==> config.mk <==
export PLATFORM = sky130hd
export DESIGN_NAME = lpm_seq_top
export DESIGN_NICKNAME = d
export VERILOG_FILES = /design/src/rtl/lpm_seq_pkg.sv /design/src/rtl/lpm_seq_dpath.sv /design/src/rtl/lpm_seq_ctrl.sv /design/src/rtl/lpm_seq_top.sv
export SDC_FILE = /design/constraint.sdc
export NUM_CORES = 1
export LEC_CHECK = 0
export ABC_CLOCK_PERIOD_IN_PS = 5300
export BUFFER_PORTS_ARGS = -buffer_cell sky130_fd_sc_hd__buf_2
export CAP_MARGIN = 20
export CORE_MARGIN = 2
export CORE_UTILIZATION = 40
export DETAILED_ROUTE_END_ITERATION = 7
export GPL_TIMING_DRIVEN = 0
export PLACE_DENSITY_LB_ADDON = 0.05
export SYNTH_ARGS = -nofsm -noshare
export SYNTH_HDL_FRONTEND = slang
export SYNTH_HIERARCHICAL = 1
export SYNTH_SLANG_ARGS = --single-unit
==> constraint.sdc <==
create_clock -name clk -period 5.3 [get_ports clk]
set_input_delay 0.265 -clock clk [delete_from_list [all_inputs] [get_ports clk]]
set_output_delay 0.265 -clock clk [all_outputs]
set_load 0.01 [all_outputs]
==> src/rtl/lpm_seq_pkg.sv <==
package lpm_seq_pkg;
  typedef enum logic [1:0] {
    ST_RUN  = 2'd0,
    ST_WAIT = 2'd1,
    ST_HALT = 2'd2,
    ST_STAB = 2'd3
  } lpmState_e;

  // strobes from control to datapath
  typedef struct packed {
    logic oscOn;
    logic divClr;
    logic stabClr;
    logic stabRun;
  } seqStrobe_t;
endpackage

==> src/rtl/lpm_seq_dpath.sv <==
module lpm_seq_dpath
  import lpm_seq_pkg::*;
#(
  parameter int CPU_DIV      = 3,
  parameter int STAB_CYCLES  = 4096,
  parameter int USB_SLOW_DIV = 4,
  parameter int USB_FAST_DIV = 2
) (
  input  logic       clk,
  input  logic       porN,
  input  seqStrobe_t strb,
  input  logic       extRstN,
  input  logic       usbDivSel,
  output logic       tick,
  output logic       stabDone,
  output logic       extRstEvt,
  output logic       usbClkEn
);
  localparam int DW   = (CPU_DIV > 1) ? $clog2(CPU_DIV) : 1;
  localparam int QUAL = (3 * CPU_DIV + 1) / 2;   // 1.5 CPU periods, rounded up
  localparam int QW   = $clog2(QUAL + 1);
  localparam int SW   = $clog2(STAB_CYCLES + 1);
  localparam int UW   = (USB_SLOW_DIV > 1) ? $clog2(USB_SLOW_DIV) : 1;

  logic [DW-1:0] divCnt;
  logic [1:0]    extSync;
  logic [QW-1:0] extCnt;
  logic [SW-1:0] stabCnt;
  logic [UW-1:0] usbCnt;
  logic [UW-1:0] usbLim;

  // CPU tick divider
  assign tick = strb.oscOn && (divCnt == DW'(CPU_DIV - 1));

  always_ff @(posedge clk or negedge porN) begin
    if (!porN)                           divCnt <= '0;
    else if (!strb.oscOn || strb.divClr) divCnt <= '0;
    else if (tick)                       divCnt <= '0;
    else                                 divCnt <= divCnt + 1'b1;
  end

  // reset pin synchroniser and width qualifier
  always_ff @(posedge clk or negedge porN) begin
    if (!porN) begin
      extSync <= 2'b11;
      extCnt  <= '0;
    end else begin
      extSync <= {extSync[0], extRstN};
      if (extSync[1])                extCnt <= '0;
      else if (extCnt != QW'(QUAL))  extCnt <= extCnt + 1'b1;
    end
  end

  assign extRstEvt = (extCnt == QW'(QUAL));

  // stabilisation counter, counts CPU ticks
  always_ff @(posedge clk or negedge porN) begin
    if (!porN)                      stabCnt <= '0;
    else if (strb.stabClr)          stabCnt <= '0;
    else if (strb.stabRun && tick)  stabCnt <= stabCnt + 1'b1;
  end

  assign stabDone = strb.stabRun && tick && (stabCnt == SW'(STAB_CYCLES - 1));

  // USB tick divider
  assign usbLim = usbDivSel ? UW'(USB_FAST_DIV - 1) : UW'(USB_SLOW_DIV - 1);

  always_ff @(posedge clk or negedge porN) begin
    if (!porN)               usbCnt <= '0;
    else if (!strb.oscOn)    usbCnt <= '0;
    else if (usbCnt >= usbLim) usbCnt <= '0;
    else                     usbCnt <= usbCnt + 1'b1;
  end

  assign usbClkEn = strb.oscOn && (usbCnt == usbLim);
endmodule

==> src/rtl/lpm_seq_ctrl.sv <==
module lpm_seq_ctrl
  import lpm_seq_pkg::*;
(
  input  logic       clk,
  input  logic       porN,
  input  logic       haltReq,
  input  logic       waitReq,
  input  logic       anyIrq,
  input  logic       extWake,
  input  logic       usbResume,
  input  logic       wdogTrip,
  input  logic       lowVolt,
  input  logic       tick,
  input  logic       stabDone,
  input  logic       extRstEvt,
  output seqStrobe_t strb,
  output logic       cpuClkEn,
  output logic       periphClkEn,
  output logic       irqMaskClr,
  output logic       stabilizing,
  output logic       vecFetch,
  output logic       serviceIrq,
  output logic       resetPinDrvN
);
  lpmState_e state, stateNx;
  logic wakeRst, wakeRstNx;
  logic drvHold, drvHoldNx;
  logic vecNx, svcNx;
  logic rstSrc, pinSrc;

  assign pinSrc = wdogTrip | lowVolt;
  assign rstSrc = pinSrc | extRstEvt;

  always_comb begin
    stateNx      = state;
    wakeRstNx    = wakeRst;
    drvHoldNx    = drvHold;
    vecNx        = 1'b0;
    svcNx        = 1'b0;
    strb.oscOn   = (state != ST_HALT);
    strb.stabRun = (state == ST_STAB);
    strb.divClr  = 1'b0;
    strb.stabClr = 1'b0;
    if (rstSrc) begin
      stateNx      = ST_STAB;
      wakeRstNx    = 1'b1;
      drvHoldNx    = drvHold | pinSrc;
      strb.divClr  = 1'b1;
      strb.stabClr = 1'b1;
    end else begin
      unique case (state)
        ST_RUN: begin
          if (haltReq)      stateNx = ST_HALT;
          else if (waitReq) stateNx = ST_WAIT;
        end
        ST_WAIT: begin
          if (anyIrq) begin
            stateNx = ST_RUN;
            svcNx   = 1'b1;
          end
        end
        ST_HALT: begin
          if (extWake || usbResume) begin
            stateNx      = ST_STAB;
            wakeRstNx    = 1'b0;
            strb.divClr  = 1'b1;
            strb.stabClr = 1'b1;
          end
        end
        ST_STAB: begin
          if (stabDone) begin
            stateNx   = ST_RUN;
            vecNx     = wakeRst;
            svcNx     = !wakeRst;
            drvHoldNx = 1'b0;
          end
        end
        default: stateNx = ST_STAB;
      endcase
    end
  end

  always_ff @(posedge clk or negedge porN) begin
    if (!porN) begin
      state      <= ST_STAB;
      wakeRst    <= 1'b1;
      drvHold    <= 1'b0;
      vecFetch   <= 1'b0;
      serviceIrq <= 1'b0;
    end else begin
      state      <= stateNx;
      wakeRst    <= wakeRstNx;
      drvHold    <= drvHoldNx;
      vecFetch   <= vecNx;
      serviceIrq <= svcNx;
    end
  end

  assign cpuClkEn     = tick && (state == ST_RUN);
  assign periphClkEn  = tick && (state == ST_RUN || state == ST_WAIT);
  assign irqMaskClr   = (state == ST_WAIT) || (state == ST_HALT);
  assign stabilizing  = (state == ST_STAB);
  assign resetPinDrvN = !(drvHold | pinSrc);
endmodule

==> src/rtl/lpm_seq_top.sv <==
module lpm_seq_top
  import lpm_seq_pkg::*;
#(
  parameter int CPU_DIV      = 3,
  parameter int STAB_CYCLES  = 4096,
  parameter int USB_SLOW_DIV = 4,
  parameter int USB_FAST_DIV = 2
) (
  input  logic clk,
  input  logic porN,
  input  logic haltReq,
  input  logic waitReq,
  input  logic anyIrq,
  input  logic extWake,
  input  logic usbResume,
  input  logic extRstN,
  input  logic wdogTrip,
  input  logic lowVolt,
  input  logic usbDivSel,
  output logic oscEn,
  output logic cpuClkEn,
  output logic periphClkEn,
  output logic usbClkEn,
  output logic irqMaskClr,
  output logic vecFetch,
  output logic serviceIrq,
  output logic resetPinDrvN,
  output logic stabilizing
);
  seqStrobe_t strb;
  logic tick, stabDone, extRstEvt;

  lpm_seq_ctrl i_ctrl (
    .clk(clk), .porN(porN), .haltReq(haltReq), .waitReq(waitReq),
    .anyIrq(anyIrq), .extWake(extWake), .usbResume(usbResume),
    .wdogTrip(wdogTrip), .lowVolt(lowVolt), .tick(tick),
    .stabDone(stabDone), .extRstEvt(extRstEvt), .strb(strb),
    .cpuClkEn(cpuClkEn), .periphClkEn(periphClkEn), .irqMaskClr(irqMaskClr),
    .stabilizing(stabilizing), .vecFetch(vecFetch), .serviceIrq(serviceIrq),
    .resetPinDrvN(resetPinDrvN)
  );

  lpm_seq_dpath #(
    .CPU_DIV(CPU_DIV), .STAB_CYCLES(STAB_CYCLES),
    .USB_SLOW_DIV(USB_SLOW_DIV), .USB_FAST_DIV(USB_FAST_DIV)
  ) i_dpath (
    .clk(clk), .porN(porN), .strb(strb), .extRstN(extRstN),
    .usbDivSel(usbDivSel), .tick(tick), .stabDone(stabDone),
    .extRstEvt(extRstEvt), .usbClkEn(usbClkEn)
  );

  assign oscEn = strb.oscOn;
endmodule

## Word-level counts from Yosys, hierarchy flattened

Cells that the tools add are included.

| storage, ports and cells | value |
|---|---|
| output and inout bits | 9 |
| input bits | 11 |
| flip-flop bits (word level) | 28 |
| logic and storage cells | 86 |

| operators by class | value |
|---|---|
| bitwise logic cells | 3 |
| reductions and logical operators | 23 |
| magnitude comparators | 1 |
| $add $sub $neg | 4 |
| muxes and demuxes | 32 |
| eq/ne operators | 13 |

Operators by type and width:

| operator | count |
|---|---|
| 2-bit two-way mux | 14 |
| 13-bit two-way mux | 2 |
| 13-bit by 1-bit adder with 13-bit output (second input constant) | 1 |
| 13-bit by 12-bit == test with 1-bit output (second input constant) | 1 |
| 1-bit two-way mux | 12 |
| 2-bit nonzero test | 6 |
| 2-bit case mux with 4 select lines | 1 |
| 2-bit == test (second input constant) | 3 |
| 1-bit logical AND | 6 |
| 3-bit two-way mux | 2 |
| 3-bit by 1-bit inequality test with 1-bit output (second input constant) | 2 |
| 2-bit by 1-bit adder with 2-bit output (second input constant) | 2 |
| 1-bit logical OR | 4 |
| 4-bit by 3-bit inequality test with 1-bit output (second input constant) | 1 |
| 2-bit AND reduction | 2 |
| 4-bit AND reduction | 1 |
| 3-bit by 1-bit adder with 3-bit output (second input constant) | 1 |
| 3-bit == test (second input constant) | 1 |
| 1-bit logical NOT | 3 |
| 3-bit by 2-bit inequality test with 1-bit output (second input constant) | 1 |
| 3-bit inequality test (second input constant) | 1 |
| 1-bit OR | 3 |
| 2-bit by 1-bit == test with 1-bit output (second input constant) | 1 |
| 2-bit == test | 1 |
| other kinds (4) | 4 |

## Logic depth before layout (Yosys ltp)

| logic depth | value |
|---|---|
| depth in word-level cells | 7 |
| depth in mapped cells | 10 |
| depth with buffers taken out | 9 |

## Modules after synthesis

The synthesis kept the hierarchy.

Modules (own cells, without submodules):

| module | cells each | instances | sequential area each (µm²) | area each (µm²) |
|---|---|---|---|---|
| lpm_seq_dpath | 111 | 1 | 553.0 | 1103.6 |
| lpm_seq_ctrl | 43 | 1 | 153.9 | 442.9 |

## Worst setup path after synthesis

OpenSTA, ideal clock, no wires.

| timing path | value |
|---|---|
| path type | register to register |
| from | register i_ctrl.state[0] |
| to | register i_ctrl.state[0] |
| stages on the path, launching flop included | 11 |
| data arrival time | 2.241 ns |
| clock period less this slack | 2.316 ns |
| library setup time | 0.075 ns |
| path slack | 2.984 ns |
| cell sequence | dfstp_2 inv_1 ha_1 inv_1 nand4b_1 clkbuf_1 nor2_1 and3_1 inv_1 a2111oi_4 mux2i_1 |

| on the way | value |
|---|---|
| cells in the longest elaborated chain, start to end | 6 |
| elaborated cells between the ends (all ways) | 15 |
| those cells by class | 8 x eq/ne; 2 x mux; 5 x reduce/logical |

Ends and longest elaborated chain:

| item | line | source |
|---|---|---|
| start, declared | lpm_seq_ctrl.sv:25 | `lpmState_e state, stateNx;` |
| start signal, assigned | lpm_seq_ctrl.sv:91 | `state <= stateNx;` |
| 2-bit inequality test | lpm_seq_ctrl.sv:40 | `strb.oscOn = (state != ST_HALT);` |
| via oscEn | lpm_seq_top.sv:20 | `output logic oscEn,` |
| 1-bit logical AND | lpm_seq_dpath.sv:33 | `assign tick = strb.oscOn && (divCnt == DW'(CPU_DIV - 1));` |
| 1-bit logical AND (2 in a row) | lpm_seq_dpath.sv:63 | `assign stabDone = strb.stabRun && tick && (stabCnt == SW'(STAB_CYCLES - 1));` |
| via stabDone | lpm_seq_top.sv:31 | `logic tick, stabDone, extRstEvt;` |
| 3-bit by 1-bit inequality test with 1-bit output (no source line) | n/a |  |
| 4-bit AND reduction (no source line) | n/a |  |

The timed path passes the listed nets, and every way through them passes these cells.
A chain may end at the register's enable or synchronous reset.

## Final worst setup path

| timing path | value |
|---|---|
| from | register i_ctrl.state[0] |
| to | register i_ctrl.state[0] |

| on the way | value |
|---|---|
| cells in the longest elaborated chain, start to end | 6 |
| elaborated cells between the ends (all ways) | 15 |
| those cells by class | 8 x eq/ne; 2 x mux; 5 x reduce/logical |

Ends and longest elaborated chain:

| item | line |
|---|---|
| 2-bit inequality test | lpm_seq_ctrl.sv:40 |
| 1-bit logical AND | lpm_seq_dpath.sv:33 |
| 1-bit logical AND (*) (2 in a row) | lpm_seq_dpath.sv:63 |
| via stabDone | lpm_seq_top.sv:31 |
| 3-bit by 1-bit inequality test with 1-bit output (no source line) (*) | n/a |
| 4-bit AND reduction (no source line) (*) | n/a |

The timed path passes the listed nets; every way through them passes the cells marked *.

==> impl_metrics.yaml <==
job:
  drv.max_cap_violation_count: 0
floorplan:
  fp.dieArea_um2: 4380
  dieWidth_um: 66.2
  design.portCount: 20
  initial_core_util_pct: 41.9
  fp-row-count: 22
  fp.dieH_um: 66.2
  design.core.area_um2: 3690
timing:
  timing.final.setup_violations: 0
  maxClockFrequency_mhz: 372
  report.final.slew_viol_count: 0
  rsz_0062_raised_after_global_routing: "no"
  slew-limit-headroom_pct: 58.2
  post-route-period-util_pct: 50.7
  min_setup_slack_post_route_ps: 2610
  final.setup_skew_ps: 3.17
  setup-tns-final_ps: 0
  max_slew.worst_pin.slew_ps: 628
  min_period_ps: 2690
  hold_slack_ps: -0.395
  hold_viol: 3
cts:
  cts_hold_buf: 0
  cts_root_buf: "sky130_fd_sc_hd__clkbuf_8"
  cts_tree: "yes"
  cts_post_setup_buffers_inserted: 0
  worst_setup_hold_path_clk_slew_ps: 100
  cts.repair.resized: 0
  cts_inserted_buffers: 3
  worst_skew_pair.late_latency_ps: 270
  sinks_on_clock_net: 28
  h-tree-depth: 1
  clock_tree.buffer_depth: 2
setup_path:
  critical_path_slowest_stage_cell: "sky130_fd_sc_hd__dfstp_2"
  critical-path-top-delay-family: "buffers and inverters"
  worst-setup-path-type: "reg2reg"
  crit_path_arrival_time_ps: 2890
  worstPathMaxFanout: 10
  cells_along_the_critical_path: "inv_1 > ha_1 > inv_1 > nand4b_1 > clkbuf_1 > nor2_1 > and3_1 > inv_1 > a2111oi_4 > mux2i_1"
  critical_path.n_buffers_inverters: 4
  cell_occurring_most_often_along_the_worst_timing_path: "sky130_fd_sc_hd__inv_1"
  worstPathRequired_ps: 5500
  setup.worst_path.start_class: "register"
  worst_path_largest_cell_delay_ps: 570
  cp-end-kind: "register"
global_routing:
  grt_first_pass_wirelength_mm: 5.26
  via_count_of_the_first_global_routing_pass: 1196
  pin_count_of_the_biggest_net_entering_global_routing: 29
  overflow: 0
  antenna_found_initial: 0
  globalRouteTotalUtil_pct: 15.5
logic_synthesis:
  syn-mean-instance-area_um2: 10.0
  synthesis.area_um2: 1550
  postSynthCellCount: 154
  yosysWarningCount: 6
  library_cells_used_by_synthesis: 41
  synth_top_area_share_pct: 37.2
  ys_ff_latch: 28
  yosys-top-cells-area: "sky130_fd_sc_hd__dfrtp_1 (37%), sky130_fd_sc_hd__dfstp_2 (8.5%), sky130_fd_sc_hd__ha_1 (7.3%)"
  part_of_the_yosys_area_used_for_sequential_elements_pct: 45.7
  synth_area_leader_cell: "sky130_fd_sc_hd__dfrtp_1"
  mappedNetlistNets: 174
placed_design:
  io_buffer_count: 19
  place_area_um2: 1700
  dpl.hpwl_mm: 2.24
  place.gp.congestion: 0.769
  placed_cells: 221
  dp_slack_ps: 2610
min_path:
  class_of_the_most_critical_hold_timing_path: "in2async"
route:
  routed_via_density: 5.28
  drt_wirelength_mm: 2.95
  drt-wirelength-per-cell_um: 13.1
  detailedRoute.firstPassIterationCount: 4
  route.antenna.remaining_nets: 0
  vias: 1187
  detailedRoute.firstIterationViolations: 37
  drt_drc_violations_left: 0
cells_and_area:
  layout-area-overhead-vs-synth_pct: 14.6
  postLayoutCoreUtil_pct: 48.1
  sequential_cell_area_um2: 707
  mostFrequentLayoutCells: "sky130_fd_sc_hd__dfrtp_1 (23), sky130_fd_sc_hd__buf_2 (20), sky130_fd_sc_hd__nor2_1 (17), sky130_fd_sc_hd__nand2_1 (10)"
  final.fill_count: 363
  layout_commonest_cell: "sky130_fd_sc_hd__dfrtp_1"
  multi_input_area_um2: 774
  total_non_filler_cell_area_in_the_finished_layout_um2: 1770
  post_route_cells_drive_above_1_share_pct: 23.2
  final_cells: 225
  layout.nets: 198
  diodes: 0
outcome:
  failing_checks: "negative hold slack"
  run_status: "finished with violations"
pwr:
  pwr_density_cell_nw_per_um2: 254
  leakagePower_nw: 0.794
  ir_worst_vdd_mv: 0.0965
[metrics by stage]
step / hold WS, ps / total power [mW]
2_1_floorplan: -30.6 / 0.267
3_3_place_gp: 314 / 0.283
3_5_place_dp: 323 / 0.287
4_1_cts: 16.7 / 0.457
5_1_grt: 36.4 / 0.476
6_report: -0.395 / 0.450
[layout make-up]
cell class,instances,share of cell area (%)
Timing Repair Buffer,19,5.36
Sequential cell,28,39.9
Buffer,6,1.76
Multi-Input combinational cell,111,43.7
Clock buffer,3,2.33
Clock inverter,1,1.69
Tap cell,48,3.39
Inverter,9,1.91
[per-layer routing]
metal	GRT usage (%)	wire (µm)
met1	18.8	1320
met2	27.8	1520
met3	2.39	83
met4	5.36	29
met5	0	0
[registers in the layout (all words and copies together) (netlist names)]
register           count
i_ctrl/drvHold         1
i_dpath/stabCnt       13
i_ctrl/serviceIrq      1
i_dpath/divCnt         2
i_ctrl/vecFetch        1
i_ctrl/state           2
i_dpath/usbCnt         2
i_dpath/extSync        2
i_ctrl/wakeRst         1
i_dpath/extCnt         3
[cell families after synthesis]
kind of cell | count (synthesis) | share of synthesized area, %
compound gates | 21 | 9.63
flops | 28 | 45.7
fa+ha+maj | 9 | 7.28
mux | 8 | 5.58
simple gates | 71 | 26.5
buf+inv | 15 | 4.21
xor+xnor | 2 | 1.13
[where the power goes]
group	leakage (nW)	total [mW]	switching, mW	internal, mW
Combinational	0.396	0.0477	0.0264	0.0214
Sequential	0.362	0.234	0.00875	0.225
Clock	0.0357	0.168	0.0667	0.101
[Yosys cell counts]
master	n
sky130_fd_sc_hd__dfrtp_1	23
sky130_fd_sc_hd__nor2_1	17
sky130_fd_sc_hd__nand2_1	10
sky130_fd_sc_hd__a21oi_1	9
sky130_fd_sc_hd__ha_1	9
sky130_fd_sc_hd__inv_1	9
sky130_fd_sc_hd__nor2b_1	6
sky130_fd_sc_hd__dfstp_2	5
sky130_fd_sc_hd__mux2_2	5
sky130_fd_sc_hd__nand4_1	5
sky130_fd_sc_hd__nor4_1	5
sky130_fd_sc_hd__nand3_1	4
sky130_fd_sc_hd__o31ai_1	4
sky130_fd_sc_hd__or4_1	4
sky130_fd_sc_hd__mux2i_1	3
sky130_fd_sc_hd__nor3_1	3
sky130_fd_sc_hd__o21ai_0	3
sky130_fd_sc_hd__or3_1	3
sky130_fd_sc_hd__and3_1	2
sky130_fd_sc_hd__buf_4	2
sky130_fd_sc_hd__clkbuf_1	2
sky130_fd_sc_hd__nor4b_1	2
sky130_fd_sc_hd__a2111oi_4	1
sky130_fd_sc_hd__a211oi_1	1
sky130_fd_sc_hd__a31oi_1	1
sky130_fd_sc_hd__and2_2	1
sky130_fd_sc_hd__and4_1	1
sky130_fd_sc_hd__buf_1	1
sky130_fd_sc_hd__buf_2	1
sky130_fd_sc_hd__nand2b_1	1
sky130_fd_sc_hd__nand3b_1	1
sky130_fd_sc_hd__nand4b_1	1
sky130_fd_sc_hd__nor3b_1	1
sky130_fd_sc_hd__nor3b_2	1
sky130_fd_sc_hd__nor3b_4	1
sky130_fd_sc_hd__nor4bb_1	1
sky130_fd_sc_hd__o211a_1	1
sky130_fd_sc_hd__o21a_1	1
sky130_fd_sc_hd__or2_2	1
sky130_fd_sc_hd__xnor2_1	1
sky130_fd_sc_hd__xor2_1	1
[path summary, 6_finish.rpt]
| check | startpoint | end | slack, ps | cells past startpoint |
|---|---|---|---|---|
| worst min register to register | i_dpath/extSync[0]$_DFF_PN1_ | i_dpath/extSync[1]$_DFF_PN1_ | 360 | 0 |
| min in group clk | extRstN | i_dpath/extSync[0]$_DFF_PN1_ | 80 | 1 |
| worst min-delay path | porN | i_ctrl/vecFetch$_DFF_PN0_ | -0.4 | 1 |
| worst max register to register | i_ctrl/state[0]$_DFFE_PN1P_ | i_ctrl/state[0]$_DFFE_PN1P_ | 2610 | 10 |
| max in group asynchronous | porN | i_dpath/stabCnt[0]$_DFFE_PN0P_ | 4890 | 1 |
| worst max-delay path | i_ctrl/state[0]$_DFFE_PN1P_ | i_ctrl/state[0]$_DFFE_PN1P_ | 2610 | 10 |
No activity file was read; power rests on OpenSTA's default activity.
